## src/rtl/mdio_cmd_engine.sv

```systemverilog
module mdio_cmd_engine #(
  parameter int CLK_HZ = 50_000_000,
  parameter int MDC_HZ = 2_500_000
) (
  input  logic        clk,
  input  logic        rst_n,
  input  logic        cmd_we,
  input  logic [31:0] cmd_wdata,
  input  logic        stat_re,
  output logic [31:0] stat_rdata,
  output logic        mdc,
  output logic        mdio_o,
  output logic        mdio_oe,
  input  logic        mdio_i
);
  localparam int HALF  = (CLK_HZ + 2 * MDC_HZ - 1) / (2 * MDC_HZ);
  localparam int HW    = (HALF > 1) ? $clog2(HALF) : 1;
  localparam int NBITS = 64;
  localparam int TA_AT = 46;
  localparam int DA_AT = 48;

  logic          active, rd_mode, wr_done, rd_rdy;
  logic [HW-1:0] cnt;
  logic [5:0]    bitn;
  logic [63:0]   sr;
  logic [15:0]   rsh, rdata;

  wire go    = cmd_we && !active && (cmd_wdata[14] || cmd_wdata[13]);
  wire go_rd = cmd_wdata[14];
  wire tick  = active && (cnt == HW'(HALF - 1));
  wire rise  = tick && !mdc;
  wire fall  = tick && mdc;
  wire last  = fall && (bitn == 6'(NBITS - 1));

  wire [63:0] frame = {32'hFFFF_FFFF, 2'b01, go_rd ? 2'b10 : 2'b01,
                       cmd_wdata[4:0], cmd_wdata[12:8], 2'b10,
                       go_rd ? 16'h0000 : cmd_wdata[31:16]};

  assign stat_rdata = {rdata, 14'd0, rd_rdy, wr_done};
  assign mdio_o     = active ? sr[63] : 1'b1;
  assign mdio_oe    = active && !(rd_mode && bitn >= 6'(TA_AT));

  always_ff @(posedge clk or negedge rst_n) begin
    if (!rst_n) begin
      active  <= 1'b0;
      rd_mode <= 1'b0;
      wr_done <= 1'b0;
      rd_rdy  <= 1'b0;
      cnt     <= '0;
      bitn    <= '0;
      sr      <= '0;
      rsh     <= '0;
      rdata   <= '0;
      mdc     <= 1'b0;
    end else begin
      if (stat_re) begin
        wr_done <= 1'b0;
        rd_rdy  <= 1'b0;
      end
      if (go) begin
        active  <= 1'b1;
        rd_mode <= go_rd;
        sr      <= frame;
        cnt     <= '0;
        bitn    <= '0;
        mdc     <= 1'b0;
        if (go_rd) rd_rdy  <= 1'b0;
        else       wr_done <= 1'b0;
      end else if (active) begin
        cnt <= tick ? '0 : cnt + 1'b1;
        if (tick) mdc <= ~mdc;
        if (rise && rd_mode && bitn >= 6'(DA_AT)) rsh <= {rsh[14:0], mdio_i};
        if (fall) begin
          sr   <= {sr[62:0], 1'b1};
          bitn <= bitn + 1'b1;
        end
        if (last) begin
          active <= 1'b0;
          if (rd_mode) begin
            rd_rdy <= 1'b1;
            rdata  <= rsh;
          end else begin
            wr_done <= 1'b1;
          end
        end
      end
    end
  end

  a_r3_idle_mdc_low: assert property (@(posedge clk) disable iff (!rst_n)
    !active |-> !mdc);
  a_r5_read_released: assert property (@(posedge clk) disable iff (!rst_n)
    (active && rd_mode && bitn >= 6'(TA_AT)) |-> !mdio_oe);
  a_r4_done_after_frame: assert property (@(posedge clk) disable iff (!rst_n)
    $rose(wr_done) |-> $past(active) && !$past(rd_mode));
  a_r6_status_clears: assert property (@(posedge clk) disable iff (!rst_n)
    (stat_re && !last) |=> stat_rdata[1:0] == 2'b00);
  a_r8_busy_ignore: assert property (@(posedge clk) disable iff (!rst_n)
    (active && !last && cmd_we) |=> $stable(rd_mode) && active);
endmodule

```

## config.mk

```make
export PLATFORM = sky130hd
export DESIGN_NAME = mdio_cmd_engine
export DESIGN_NICKNAME = d
export VERILOG_FILES = /design/src/rtl/mdio_cmd_engine.sv
export SDC_FILE = /design/constraint.sdc
export NUM_CORES = 1
export LEC_CHECK = 0
export ABC_CLOCK_PERIOD_IN_PS = 4900
export BUFFER_PORTS_ARGS = -buffer_cell sky130_fd_sc_hd__buf_2
export CAP_MARGIN = 10
export CELL_PAD_IN_SITES_DETAIL_PLACEMENT = 1
export CELL_PAD_IN_SITES_GLOBAL_PLACEMENT = 1
export CORE_ASPECT_RATIO = 0.8
export CORE_UTILIZATION = 44
export CTS_CLUSTER_DIAMETER = 60
export DETAILED_ROUTE_END_ITERATION = 7
export PLACE_DENSITY_LB_ADDON = 0.1
export SYNTH_ARGS = -nofsm -noshare
export SYNTH_HDL_FRONTEND = slang
export SYNTH_SLANG_ARGS = --single-unit
```

## constraint.sdc

```tcl
create_clock -name clk -period 4.9 [get_ports clk]
set_input_delay 1.47 -clock clk [delete_from_list [all_inputs] [get_ports clk]]
set_output_delay 1.47 -clock clk [all_outputs]
set_load 0.02 [all_outputs]
```

; After elaboration in Yosys (flattened, before gate mapping)
; Index checks and enable logic that the tools add are counted.
; W data, S select, Z words.
[word_totals]
regBits = 111
out_inout_bits = 35
word_cells = 69
[op_classes]
n_addsub = 2
n_lt_le_gt_ge = 2
eq_ne = 2
n_mux = 30
bitwise_logic = 2
reduce_logical = 21
[ops]
columns = cell, count
row1 = $mux W64, 3
row2 = $mux W1, 19
row3 = $mux W6, 3
row4 = $mux W16, 1
row5 = $ge A6 B6 Y1 const B, 2
row6 = $mux W4, 3
row7 = $logic_and A1 B1 Y1, 10
row8 = $add A6 B1 Y6 const B, 1
row9 = $eq A6 B6 Y1 const B, 1
row10 = $reduce_bool A2 Y1, 3
row11 = $add A4 B1 Y4 const B, 1
row12 = $eq A4 B4 Y1 const B, 1
row13 = $reduce_and A2 Y1, 2
row14 = $reduce_and A4 Y1, 1
row15 = $logic_not A1 Y1, 3
row16 = $reduce_and A3 Y1, 1
row17 = $mux W2, 1
row18 = $not A1 Y1, 2
row19 = $logic_or A1 B1 Y1, 1

; Depth between registers and ports, before layout
[logic_depth]
depth_word = 7
depth_mapped = 8
ltp_nobuf = 5

; Worst setup path after synthesis
; Ideal clock, no wire load.
[synth_path]
path_type = reg-to-output
start = register bitn[0]
end = output port mdio_oe
arrival_ns = 1.233
required_ns = 3.430
setup_slack_ns = 2.197
path_stages_with_launch = 6
n_path_buf = 0
cell_sequence = dfrtp_1 inv_1 ha_1 o211ai_1 nand2b_1 a31oi_1
[synth_via]
elab_chain_len = 4
[synth_lines]
columns = item, line_no
row1 = "start, declared", 24  ; logic [5:0] bitn;
row2 = "start signal, assigned", 75  ; bitn <= bitn + 1'b1;
row3 = $ge A6 B6 Y1, 41  ; assign mdio_oe = active && !(rd_mode && bitn >= 6'(TA_AT));
row4 = $logic_and A1 B1 Y1, 41
row5 = $logic_not A1 Y1, 41
row6 = $logic_and A1 B1 Y1, 41
row7 = "end, declared", 13  ; output logic mdio_oe,
; Every way passes these cells.

; Worst setup path after layout
[layout_path]
start = input port cmd_wdata[14]
end = register sr[48]
[layout_via]
elab_chain_len = 4
word_cells_on_any_way = 6
[layout_lines]
columns = item, line_no
row1 = "start, declared", 8  ; input logic [31:0] cmd_wdata,
row2 = $logic_or A1 B1 Y1 *, 28  ; wire go = cmd_we && !active && (cmd_wdata[14] || cmd_wdata[13]);
row3 = $logic_and A1 B1 Y1 *, 28
row4 = $reduce_bool A2 Y1 (no source line), n/a
row5 = $reduce_and A2 Y1 (no source line), n/a
row6 = "end signal, assigned", 63  ; sr <= frame;
row7 = "end signal, assigned", 74  ; sr <= {sr[62:0], 1'b1};
row8 = "end, declared", 25  ; logic [63:0] sr;
; Every way passes the cells marked *; elsewhere a longest branch is shown, timed or not.
; A chain may end at the register's enable or synchronous reset.

==> out/metrics.yaml <==
grt_pass1_vias: 4088
crit_type: "in -> reg"
reg2reg_to: "sr[5]$_DFFE_PN0P_"
cts_setup_buffers: 0
cts.hold.buffers_added: 0
critical_path_arrival_ps: 3450
wl_per_cell_um: 18.1
drtIter0Drc: 301
drive_gt1_share_pct: 21.4
cts-resized-gates: 0
ant_nets: 0
setup_tns_ps: 0
crit_path_start_kind: "input pin"
clock-sinks: 111
max_freq_ghz: 0.309
synth.area.top_cells: "dfrtp_1 53%, nand3_1 10%, o21ai_0 6.7%"
first_pass_iters: 5
grt_pass1_wl_um: 20500
pwr-share-comb_pct: 24.3
reg2reg_from: "mdc$_DFFE_PN0P_"
yosys.area_share.xor_xnor_pct: 0
syn2layout_area_growth_pct: 10.3
initial_core_util_pct: 45.2
cts_tree: "built"
io_pins: 72
finalHoldViolCount: 0
power_frac_clock_pct: 25.3
powerDensity_nw_per_um2: 490
synth-simple-area-share_pct: 15.2
synth_top_area_share_pct: 53.4
whs_path_depth: 1
num_rows: 35
reg2reg_depth: 3
synth_top_family_by_area: "simple AND/OR/NAND/NOR gates"
holdPathEnd: "wr_done$_DFF_PN0_"
dp_hpwl_um: 7350
outcome: "finished, final reports clean"
crit_path_end_kind: "flip-flop"
clk_pin_slew_ps: 70
die-area_um2: 12300
fin_skew_ps: 8.14
chipHeight_um: 99.2
fin_crit_ps: 3230
diodes: 0
async_flop_share_pct: 100
layout.nets: 560
yosysWarnings: 0
core-area_um2: 11500
io_buffers: 53
detail_route.wirelength_um: 12100
yosys_most_used_dff: "dfrtp_1"
synth_edf_count: 0
antenna_found_initial: 0
grt_use_total_pct: 21.4
vias: 3888
setup-violations-final: 0
p_sw_share_pct: 33.9
grt_max_degree: 71
ir_worst_vdd_mv: 0.283
leakagePower_nw: 2.50
seqPwrFrac_pct: 50.5
routabilityCongestion: 0.714
synth.most_common_cell: "dfrtp_1"
synth.ff_latch_count: 111
hold_path.startpoint: "rd_mode$_DFFE_PN0P_"
internal_power_mw: 1.86
required_ps: 5120
overflow: 0
rrSetupSlack_ps: 2500
synth_mux_area_share_pct: 8.61
clk_latency_ps: 350
avgSynthCellArea_um2: 10.4
yosysSeqAreaShare_pct: 53.4
ys_types: 40
vias_per_cell: 5.79
maxSlewHeadroom_pct: 32.8
numCtsBuffers: 9
synth_top_area_cell: "dfrtp_1"
drc: 0
synth_common_cells: "111 x dfrtp_1, 104 x nand3_1, 70 x o21ai_0"
hp-class: "reg -> reg"
cts_max_level: 3
placedInstanceArea_um2: 5450
maxSlewViolCount: 0
final_area_um2: 5740
netlist_instances: 498
critPathMaxFanout: 24
min_period_over_period_pct: 66.0
p_sw_mw: 0.952
rsz0062_at_grt: "false"
die_x_um: 124
worstMarginPinSlew_ps: 1010
root_buffer: "clkbuf_16"
clockBufferDepth: 2
syn_area_um2: 5200
cap_violations: 0
synth_compound_area_share_pct: 14.8
synth_fa_ha_area_share_pct: 0.962
## power by group through the flow
stage | registers (mW) | clock network, mW | logic (mW)
detailed placement | 1.43 | 0 | 0.691
floorplan | 1.36 | 0 | 0.549
CTS | 1.41 | 0.734 | 0.695
global placement | 1.41 | 0 | 0.653
global route | 1.46 | 0.768 | 0.785
finish | 1.42 | 0.709 | 0.682
## final cells by class
cell class / instances / area [µm²]
multi-input combinational: 329 / 2120
inverter: 7 / 26.3
timing repair buffer: 61 / 340
clock inverter: 3 / 26.3
clock buffer: 13 / 260
fill: 1285 / 5780
tap: 148 / 185
sequential: 111 / 2780
## logic make-up (layout without fill, tap and decap cells)
| family | Yosys count | count (layout) |
|---|---|---|
| and+or+nand+nor | 146 | 146 |
| AOI/OAI and AO/OA | 128 | 128 |
| DFF | 111 | 111 |
| buffers and inverters | 71 | 84 |
| muxes | 37 | 37 |
| adders and majority gates | 4 | 4 |
| other | 1 | 14 |
## registers in the layout, indices dropped and copies added, names as in the netlist
| signal | count |
|---|---|
| sr | 64 |
| rdata | 16 |
| rsh | 16 |
| bitn | 6 |
| cnt | 4 |
| active | 1 |
| mdc | 1 |
| rd_mode | 1 |
| rd_rdy | 1 |
| wr_done | 1 |
## metrics by stage
stage / hold WS, ps / utilization [%] / power, mW / cells / setup WS (ps)
after floorplan: 460 / - / 1.91 / 511 / 2200
after global placement: 473 / 47.3 / 2.07 / 656 / 1390
after detailed placement: 489 / 47.3 / 2.12 / 656 / 1350
after CTS: 504 / 49.8 / 2.84 / 672 / 1690
after global routing: 515 / 49.8 / 3.01 / 672 / 1560
final: 499 / 49.8 / 2.81 / 672 / 1670
## placed cells by master, fill, tap and decap left out, types with 2 or more instances in the layout
cell,n
dfrtp_1,110
nand3_1,104
o21ai_0,70
buf_2,52
mux2_2,21
nand2b_1,18
a21oi_1,17
o221ai_1,15
conb_1,14
o211ai_1,13
mux2_4,10
clkbuf_16,9
buf_4,8
inv_1,7
nand2_1,7
mux2i_1,5
ha_1,4
a221oi_1,3
a31oi_1,2
and4_1,2
o311ai_0,2
nand4b_1,2
o2bb2ai_1,2
nor2_1,2
nor3_1,2
clkbuf_8,2
clkinv_4,2
clkbuf_1,2
## worst max-delay path: stages
cell and delay, ps:
buf_2 210, or2_2 560, nand2_1 720, buf_4 370, nand3_1 110
## worst max path at each step
stage / from / to / slack, ps / cells after the start
after global routing: bitn[0]$_DFFE_PN0P_ / mdio_oe / 1560 / 6
final: cmd_wdata[14] / sr[48]$_DFFE_PN0P_ / 1670 / 5
after detailed placement: cmd_wdata[14] / sr[62]$_DFFE_PN0P_ / 1350 / 5
after global placement: cmd_wdata[14] / sr[51]$_DFFE_PN0P_ / 1390 / 5
after CTS: bitn[0]$_DFFE_PN0P_ / mdio_oe / 1690 / 6
after floorplan: bitn[0]$_DFFE_PN0P_ / mdio_oe / 2200 / 5
## routing by layer
metal  share of wire, %  track usage (%)  routed length, µm
met1                 50             30.2               6010
met2                 47             33.5               5690
met3                2.5             4.01                302
met4                1.1             6.49                136
met5                  0                0                  0
No activity file was read; power rests on OpenSTA's default activity.
